## src/rtl/segpack_pkg.sv

```systemverilog
package segpack_pkg;
  // Default geometry: 2**GB groups, map addresses and lengths in blocks.
  localparam int GB_DEF     = 4;
  localparam int PTR_W_DEF  = 12;
  localparam int LEN_W_DEF  = 6;
  localparam int HOLE_W_DEF = 16;
endpackage

```

## src/rtl/segpack_decode.sv

```systemverilog
// Turns a ternary pattern into a one-bit-per-group membership vector.
module segpack_decode #(
  parameter int GB = 4,
  localparam int N = 1 << GB
) (
  input  logic [GB-1:0] care,
  input  logic [GB-1:0] value,
  output logic [N-1:0]  member
);
  for (genvar g = 0; g < N; g++) begin : g_grp
    assign member[g] = (((GB'(g)) ^ value) & care) == '0;
  end
endmodule

```

## src/rtl/segpack_tree.sv

```systemverilog
// Balanced reduction over 2**LB selected leaves; ADD picks sum or maximum.
module segpack_tree #(
  parameter int LB  = 4,
  parameter int W   = 12,
  parameter bit ADD = 1'b0,
  localparam int N  = 1 << LB
) (
  input  logic [N-1:0]        sel,
  input  logic [N-1:0][W-1:0] leaf,
  output logic [W-1:0]        root
);
  for (genvar l = 0; l <= LB; l++) begin : lv
    localparam int CNT = N >> l;
    logic [W-1:0] v [CNT];
    if (l == 0) begin : g_leaf
      for (genvar i = 0; i < CNT; i++) begin : g_i
        assign v[i] = sel[i] ? leaf[i] : '0;
      end
    end else if (ADD) begin : g_sum
      for (genvar i = 0; i < CNT; i++) begin : g_i
        assign v[i] = lv[l-1].v[2*i] + lv[l-1].v[2*i+1];
      end
    end else begin : g_max
      for (genvar i = 0; i < CNT; i++) begin : g_i
        assign v[i] = (lv[l-1].v[2*i] > lv[l-1].v[2*i+1]) ?
                      lv[l-1].v[2*i] : lv[l-1].v[2*i+1];
      end
    end
  end
  assign root = lv[LB].v[0];
endmodule

```

## src/rtl/segpack_ptrs.sv

```systemverilog
// Per-group top-of-occupancy registers.
module segpack_ptrs #(
  parameter int GB    = 4,
  parameter int PTR_W = 12,
  localparam int N    = 1 << GB
) (
  input  logic                    clk,
  input  logic                    rst_n,
  input  logic                    clear,
  input  logic                    grow,
  input  logic [N-1:0]            member,
  input  logic [PTR_W-1:0]        new_top,
  output logic [N-1:0][PTR_W-1:0] ptrs
);
  for (genvar g = 0; g < N; g++) begin : g_grp
    always_ff @(posedge clk or negedge rst_n) begin
      if (!rst_n) begin
        ptrs[g] <= '0;
      end else if (clear) begin
        ptrs[g] <= '0;
      end else if (grow && member[g]) begin
        ptrs[g] <= new_top;
      end
    end
  end
endmodule

```

## src/rtl/seg_packer.sv

```systemverilog
module seg_packer
  import segpack_pkg::*;
#(
  parameter int GB     = GB_DEF,
  parameter int PTR_W  = PTR_W_DEF,
  parameter int LEN_W  = LEN_W_DEF,
  parameter int HOLE_W = HOLE_W_DEF
) (
  input  logic              clk,
  input  logic              rst_n,
  input  logic              clear,
  input  logic              req_valid,
  output logic              req_ready,
  input  logic [GB-1:0]     req_care,
  input  logic [GB-1:0]     req_value,
  input  logic [LEN_W-1:0]  req_len,
  output logic              res_valid,
  input  logic              res_ready,
  output logic [PTR_W-1:0]  res_start,
  output logic              res_hole,
  output logic [PTR_W-1:0]  res_peak,
  output logic [HOLE_W-1:0] hole_blocks
);
  localparam int N = 1 << GB;

  logic                    s1_valid;
  logic [N-1:0]            s1_member;
  logic [LEN_W-1:0]        s1_len;
  logic [N-1:0]            dec_member;
  logic [N-1:0][PTR_W-1:0] ptrs;
  logic [N-1:0][HOLE_W-1:0] gap_leaf;
  logic [PTR_W-1:0]        start_c;
  logic [PTR_W-1:0]        top_c;
  logic [HOLE_W-1:0]       gap_c;
  logic                    accept;
  logic                    grow;

  segpack_decode #(.GB(GB)) u_dec (
    .care   (req_care),
    .value  (req_value),
    .member (dec_member)
  );

  // One request in flight: the next start depends on this one's tops.
  assign req_ready = !clear && !s1_valid && (!res_valid || res_ready);
  assign accept    = req_valid && req_ready;

  always_ff @(posedge clk or negedge rst_n) begin
    if (!rst_n) begin
      s1_valid  <= 1'b0;
      s1_member <= '0;
      s1_len    <= '0;
    end else if (clear) begin
      s1_valid  <= 1'b0;
    end else begin
      s1_valid <= accept;
      if (accept) begin
        s1_member <= dec_member;
        s1_len    <= req_len;
      end
    end
  end

  segpack_tree #(.LB(GB), .W(PTR_W), .ADD(1'b0)) u_max (
    .sel  (s1_member),
    .leaf (ptrs),
    .root (start_c)
  );

  for (genvar g = 0; g < N; g++) begin : g_gap
    assign gap_leaf[g] = HOLE_W'(start_c - ptrs[g]);
  end

  segpack_tree #(.LB(GB), .W(HOLE_W), .ADD(1'b1)) u_gap (
    .sel  (s1_member),
    .leaf (gap_leaf),
    .root (gap_c)
  );

  assign top_c = start_c + PTR_W'(s1_len);
  assign grow  = s1_valid && !clear && (s1_len != '0);

  segpack_ptrs #(.GB(GB), .PTR_W(PTR_W)) u_ptrs (
    .clk     (clk),
    .rst_n   (rst_n),
    .clear   (clear),
    .grow    (grow),
    .member  (s1_member),
    .new_top (top_c),
    .ptrs    (ptrs)
  );

  always_ff @(posedge clk or negedge rst_n) begin
    if (!rst_n) begin
      res_valid   <= 1'b0;
      res_start   <= '0;
      res_hole    <= 1'b0;
      res_peak    <= '0;
      hole_blocks <= '0;
    end else if (clear) begin
      res_valid   <= 1'b0;
      res_hole    <= 1'b0;
      res_peak    <= '0;
      hole_blocks <= '0;
    end else begin
      if (s1_valid) begin
        res_valid <= 1'b1;
        res_start <= start_c;
        res_hole  <= grow && (gap_c != '0);
      end else if (res_ready) begin
        res_valid <= 1'b0;
      end
      if (grow) begin
        hole_blocks <= hole_blocks + gap_c;
        if (top_c > res_peak) res_peak <= top_c;
      end
    end
  end
endmodule

```

## config.mk

```make
export PLATFORM = sky130hd
export DESIGN_NAME = seg_packer
export DESIGN_NICKNAME = d
export VERILOG_FILES = /design/src/rtl/segpack_pkg.sv /design/src/rtl/segpack_decode.sv /design/src/rtl/segpack_tree.sv /design/src/rtl/segpack_ptrs.sv /design/src/rtl/seg_packer.sv
export SDC_FILE = /design/constraint.sdc
export NUM_CORES = 2
export LEC_CHECK = 0
export ABC_AREA = 1
export BUFFER_PORTS_ARGS = -buffer_cell sky130_fd_sc_hd__buf_2
export CAP_MARGIN = 5
export CORE_MARGIN = 5
export CORE_UTILIZATION = 31
export CTS_BUF_LIST = sky130_fd_sc_hd__clkbuf_16
export DETAILED_ROUTE_END_ITERATION = 10
export GPL_TIMING_DRIVEN = 0
export PLACE_DENSITY = 0.56
export SETUP_SLACK_MARGIN = 0.1
export SLEW_MARGIN = 30
export SYNTH_ARGS = -nofsm -noshare
export SYNTH_HDL_FRONTEND = slang
export SYNTH_HIERARCHICAL = 1
export SYNTH_SLANG_ARGS = --single-unit
export TNS_END_PERCENT = 100
```

## constraint.sdc

```tcl
create_clock -name clk -period 21.6 [get_ports clk]
set_input_delay 3.24 -clock clk [delete_from_list [all_inputs] [get_ports clk]]
set_output_delay 3.24 -clock clk [all_outputs]
set_load 0.02 [all_outputs]
```

== Yosys cells after proc, flatten, opt, wreduce, memory -nomap -nowiden ==
Cells that the tools add are included.

* Bits of input ports: 19
* Memories kept: 0
* Register bits after elaboration: 257
* Bits in latches: 0
* Output and inout bits: 43
* Bits in read-only memories: 0
* RAM bits: 0
* Word-level logic and storage cells: 262

* $add $sub $neg: 33
* Mux-type cells: 90
* Shift-type cells: 0
* Multiply operators: 0
* Reduce and logical (&&, ||, !) cells: 67
* Equality and inequality tests: 0
* Bitwise logic cells: 32
* Order comparisons: 16
* Div/mod/pow operators: 0

{| class="wikitable"
|+ Operators by type and width
! operator !! number
|-
| $mux 12 || 66
|-
| $mux 16 || 18
|-
| $add 16x16->16 || 16
|-
| $sub 12x12->13 || 16
|-
| $gt 12x12->1 || 16
|-
| $and 4x4->4 || 16
|-
| $logic_not 4->1 || 16
|-
| $reduce_bool 2->1 || 19
|-
| $logic_and 1x1->1 || 22
|-
| $reduce_bool 16->1 || 1
|-
| $add 12x6->12 || 1
|-
| $not 2->2 || 6
|-
| $not 3->3 || 4
|-
| $mux 1 || 6
|-
| $reduce_and 2->1 || 3
|-
| $reduce_bool 6->1 || 1
|-
| $not 1->1 || 5
|-
| $not 4->4 || 1
|-
| $logic_not 1->1 || 3
|-
| $reduce_bool 3->1 || 1
|-
| $logic_or 1x1->1 || 1
|}

== Depth between registers and ports, before layout ==
* Word-level depth: 19
* Gate-level depth with buffers: 95

== Cells and area by module ==
The synthesis kept the hierarchy.

{| class="wikitable"
|+ Modules (own cells, without submodules)
! module !! instances !! cells each !! sequential area each (µm²) !! area each (µm²)
|-
| seg_packer || 1 || 2,236 || 1,626.6 || 13,739.4
|-
| segpack_ptrs || 1 || 893 || 4,804.6 || 8,013.9
|-
| segpack_tree at u_max || 1 || 1,469 || 0.0 || 7,654.8
|-
| segpack_tree at u_gap || 1 || 992 || 0.0 || 7,475.9
|-
| segpack_decode || 1 || 36 || 0.0 || 167.7
|}

== Least setup slack after synthesis ==
OpenSTA, ideal clock, no wires.

* Path kind: flip-flop to flip-flop
* Start: reg s1_member[3]
* End: reg hole_blocks[13]
* Period minus slack after synthesis: 13,648 ps
* Path slack: 7,952 ps
* Stages on the path, launching flop included: 87
* Setup time: 117 ps
* Data arrival time: 13,530 ps
* Path through: dfrtp_1 clkbuf_1 nand2_1 ha_1 nand2_1 nor2_1 nand2_1 nor2_1 nand3_1 nand2_1 inv_1 nand2_1 nand2_2 clkbuf_1 nand2_1 o21ai_0 ha_1 nand2_1 [51 not listed] inv_1 fa_1 inv_1 ha_1 a21oi_1 o21ai_0 a21o_1 a31oi_1 xor2_1 ha_1 nand2_1 inv_1 nand2_1 nand2_1 a21oi_1 nand3_1 nand3_1 nand2_1

{| class="wikitable"
|+ RTL lines
! element !! line !! RTL
|-
| start: declaration || seg_packer.sv:27 || <nowiki>logic [N-1:0] s1_member;</nowiki>
|-
| start signal: assignment || seg_packer.sv:58 || <nowiki>s1_member <= dec_member;</nowiki>
|-
| end signal: assignment || seg_packer.sv:114 || <nowiki>hole_blocks <= hole_blocks + gap_c;</nowiki>
|-
| end: declaration || seg_packer.sv:22 || <nowiki>output logic [HOLE_W-1:0] hole_blocks</nowiki>
|}

==> run metrics <==
share of layout cells above drive strength 1=roughly 6.3%; Final Util=34.6%; most frequent cells in the layout=nand2_1, inv_1, nand3_1; number of diodes=0; Slew headroom=25.5%; xor/xnor share of the synthesized area=3.90%; Post-synth EDFFs=0; initial core utilization=31.3%; post-detailed-route count of antenna-violating nets=0; fillers=12,900; total setup buffers inserted after CTS=0; clock sink count=257; wire per inst=19.4 µm; GRT Overall Usage=22.1%; RSZ-0062 raised after global routing=no; initial antenna violation count=1; Final Cell Area=40,900 µm²; Total Routed Length=around 140,000 µm; Max Slew Vio Count=0; site row count=126; Critical Setup Path Class=reg -> reg; core area=118,000 µm²; Max Cap Violations=0; drt pass-1 iters=6; setup TNS=0 ns; worst path arrival time=about 18 ns; Tcrit/Tclk final=79.1%; Post-synth ARST share=100%; type of origin of the critical path=flip-flop; DRC Markers=0; commonest non-fill, non-tap cell in the layout=nand2_1; simple-gate share of the synthesized area=a little under a third; largest net degree at the start of global routing=79; synthesized area per cell=about 6.6 µm²; most frequent CP cell=nand2_1; outcome=completed; Hold Buf Count CTS=0; vias in the first global route=34,700; Die ar.=127,000 µm²; crit path capture type=flip-flop; Worst Hold Slack=between 0.4 and 0.5 ns; Critical Path RT=roughly 22 ns; Synth Cell Area=37,100 µm²; Worst-path clk slew=0.06 ns; CTS tree=done; root buf cell=clkbuf_16; # H-tree levels=2; Syn Nets=6,268; gr ovfl total=0; Final Hold Viols=0; PortBufs=61; Worst-Skew Late Latency=0.58 ns; Post-synth top flop=dfrtp_1; Max clock buf depth=3; Post-Synthesis Cells=5,626; Post-DP HPWL=approximately 120,000 µm; fmax=0.0585 GHz; CP peak stage delay=0.82 ns; Period minus WS final=17.09 ns; vias per inst=slightly below 5; Slew @ Worst Pin=1.11 ns; Synth warnings=6; crit path max fanout=17; Initial DRC Count=3,608; Area growth syn-to-layout=10.4%; adder-cell share of the synthesized area=between 20% and 30%; post-synthesis sequential area ratio=17.4%; skew final=0.0296 ns; #FFs+latches synth=257; Final setup viols=0; first-pass GRT wire length=about 210,000 µm; Die W=356 µm; Gates resized, CTS repair=0; DP Area=between 30,000 and 40,000 µm²; worst hold path class=reg -> reg; via count=about 36,000; Yosys cell types=53; clock buffer count from CTS=35; Vert. Die Dim=356 µm; NumNets Final=6,378; largest family of logic cells by synthesized area=simple AND/OR/NAND/NOR gates; post-synthesis mux area share=0%; I/O pin count=62; GPL Wtd Cong=approximately 0.95; Synth Area in Compound Gates=8.59%; CP max-delay cell=a211oi_1
-- synthesized netlist by cell type (all sizes together) (3+ instances only) --
cell | number | area, µm²
nand2 | 1899 | 7360
inv | 1009 | 3790
nand3 | 472 | 2390
ha | 406 | 5080
nor2 | 329 | 1290
a21oi | 268 | 1350
dfrtp | 257 | 6430
fa | 217 | 4340
o21ai | 215 | 1080
xor2 | 113 | 997
buf | 97 | 713
clkbuf | 59 | 224
xnor2 | 51 | 447
nand4 | 45 | 288
a31oi | 40 | 256
nor3 | 39 | 210
nand3b | 20 | 150
a21o | 19 | 143
o21bai | 17 | 139
a211oi | 14 | 105
and2 | 12 | 75.1
o21a | 7 | 52.6
clkinv | 4 | 15.0
nor4 | 4 | 25.0
nor3b | 3 | 27.5
-- final cells by class --
| type | instances | area (µm²) | area share, % |
|---|---|---|---|
| Tap cell | 1600 | 2000 | 4.89 |
| Clock inverter | 25 | 229 | 0.560 |
| Multi-Input combinational cell | 4200 | 25900 | 63.4 |
| Timing Repair Buffer | 73 | 646 | 1.58 |
| Clock buffer | 37 | 926 | 2.26 |
| Buffer | 156 | 937 | 2.29 |
| Sequential cell | 257 | 6430 | 15.7 |
| Inverter | 1013 | 3810 | 9.31 |
-- per-layer routing --
metal,up-vias,routed length [µm],track usage [%]
met1,17200,67200,32.1
met4,0,5340,6.99
met2,1170,61400,34.6
met3,201,8740,1.96
met5,-,0,0
li1,17800,-,-
-- state kept, by name, summed over array words and instances (netlist names) --
name / count
u_ptrs/ptrs: 192
hole_blocks: 16
s1_member: 16
res_hole: 1
res_start: 12
res_valid: 1
s1_len: 6
res_peak: 12
s1_valid: 1
-- metrics by stage --
| stage | worst slack, ns | std cells |
|---|---|---|
| after floorplan | 7.95 | 5626 |
| after global placement | 2.74 | 7287 |
| after detailed placement | 4.81 | 7299 |
| after CTS | 4.73 | 7361 |
| after global routing | 3.38 | 7361 |
| final | 4.51 | 7361 |
-- critical path: cells and delay by family (launching register included) --
family	cells	cell delay, ns
XOR/XNOR	1	0.36
AND/OR/NAND/NOR	40	4.15
flip-flops	1	0.69
buffers and inverters	19	3.19
AO/OA/AOI/OAI	11	3.34
adder cells (fa/ha/maj)	13	5.16
-- cell families after synthesis --
kind of cell    Yosys count
flops                   257
xor+xnor                164
fa+ha+maj               623
buf+inv                1169
compound gates          588
simple gates           2825
-- path summary, 6_finish.rpt --
check,startpoint,end,slack (ns),cells after the start
hold reg to reg,res_start[2],res_start[2],0.46,2
min in group asynchronous,rst_n,u_ptrs/ptrs[186],2.59,1
max in group asynchronous,rst_n,u_ptrs/ptrs[57],17.73,3
setup / recovery,s1_member[3],hole_blocks[15],4.51,84
setup reg to reg,s1_member[3],hole_blocks[15],4.51,84
hold / removal,res_start[2],res_start[2],0.46,2
Power is not shown: default switching activity piles up to over one toggle a cycle in this logic, so the estimate is an artifact.
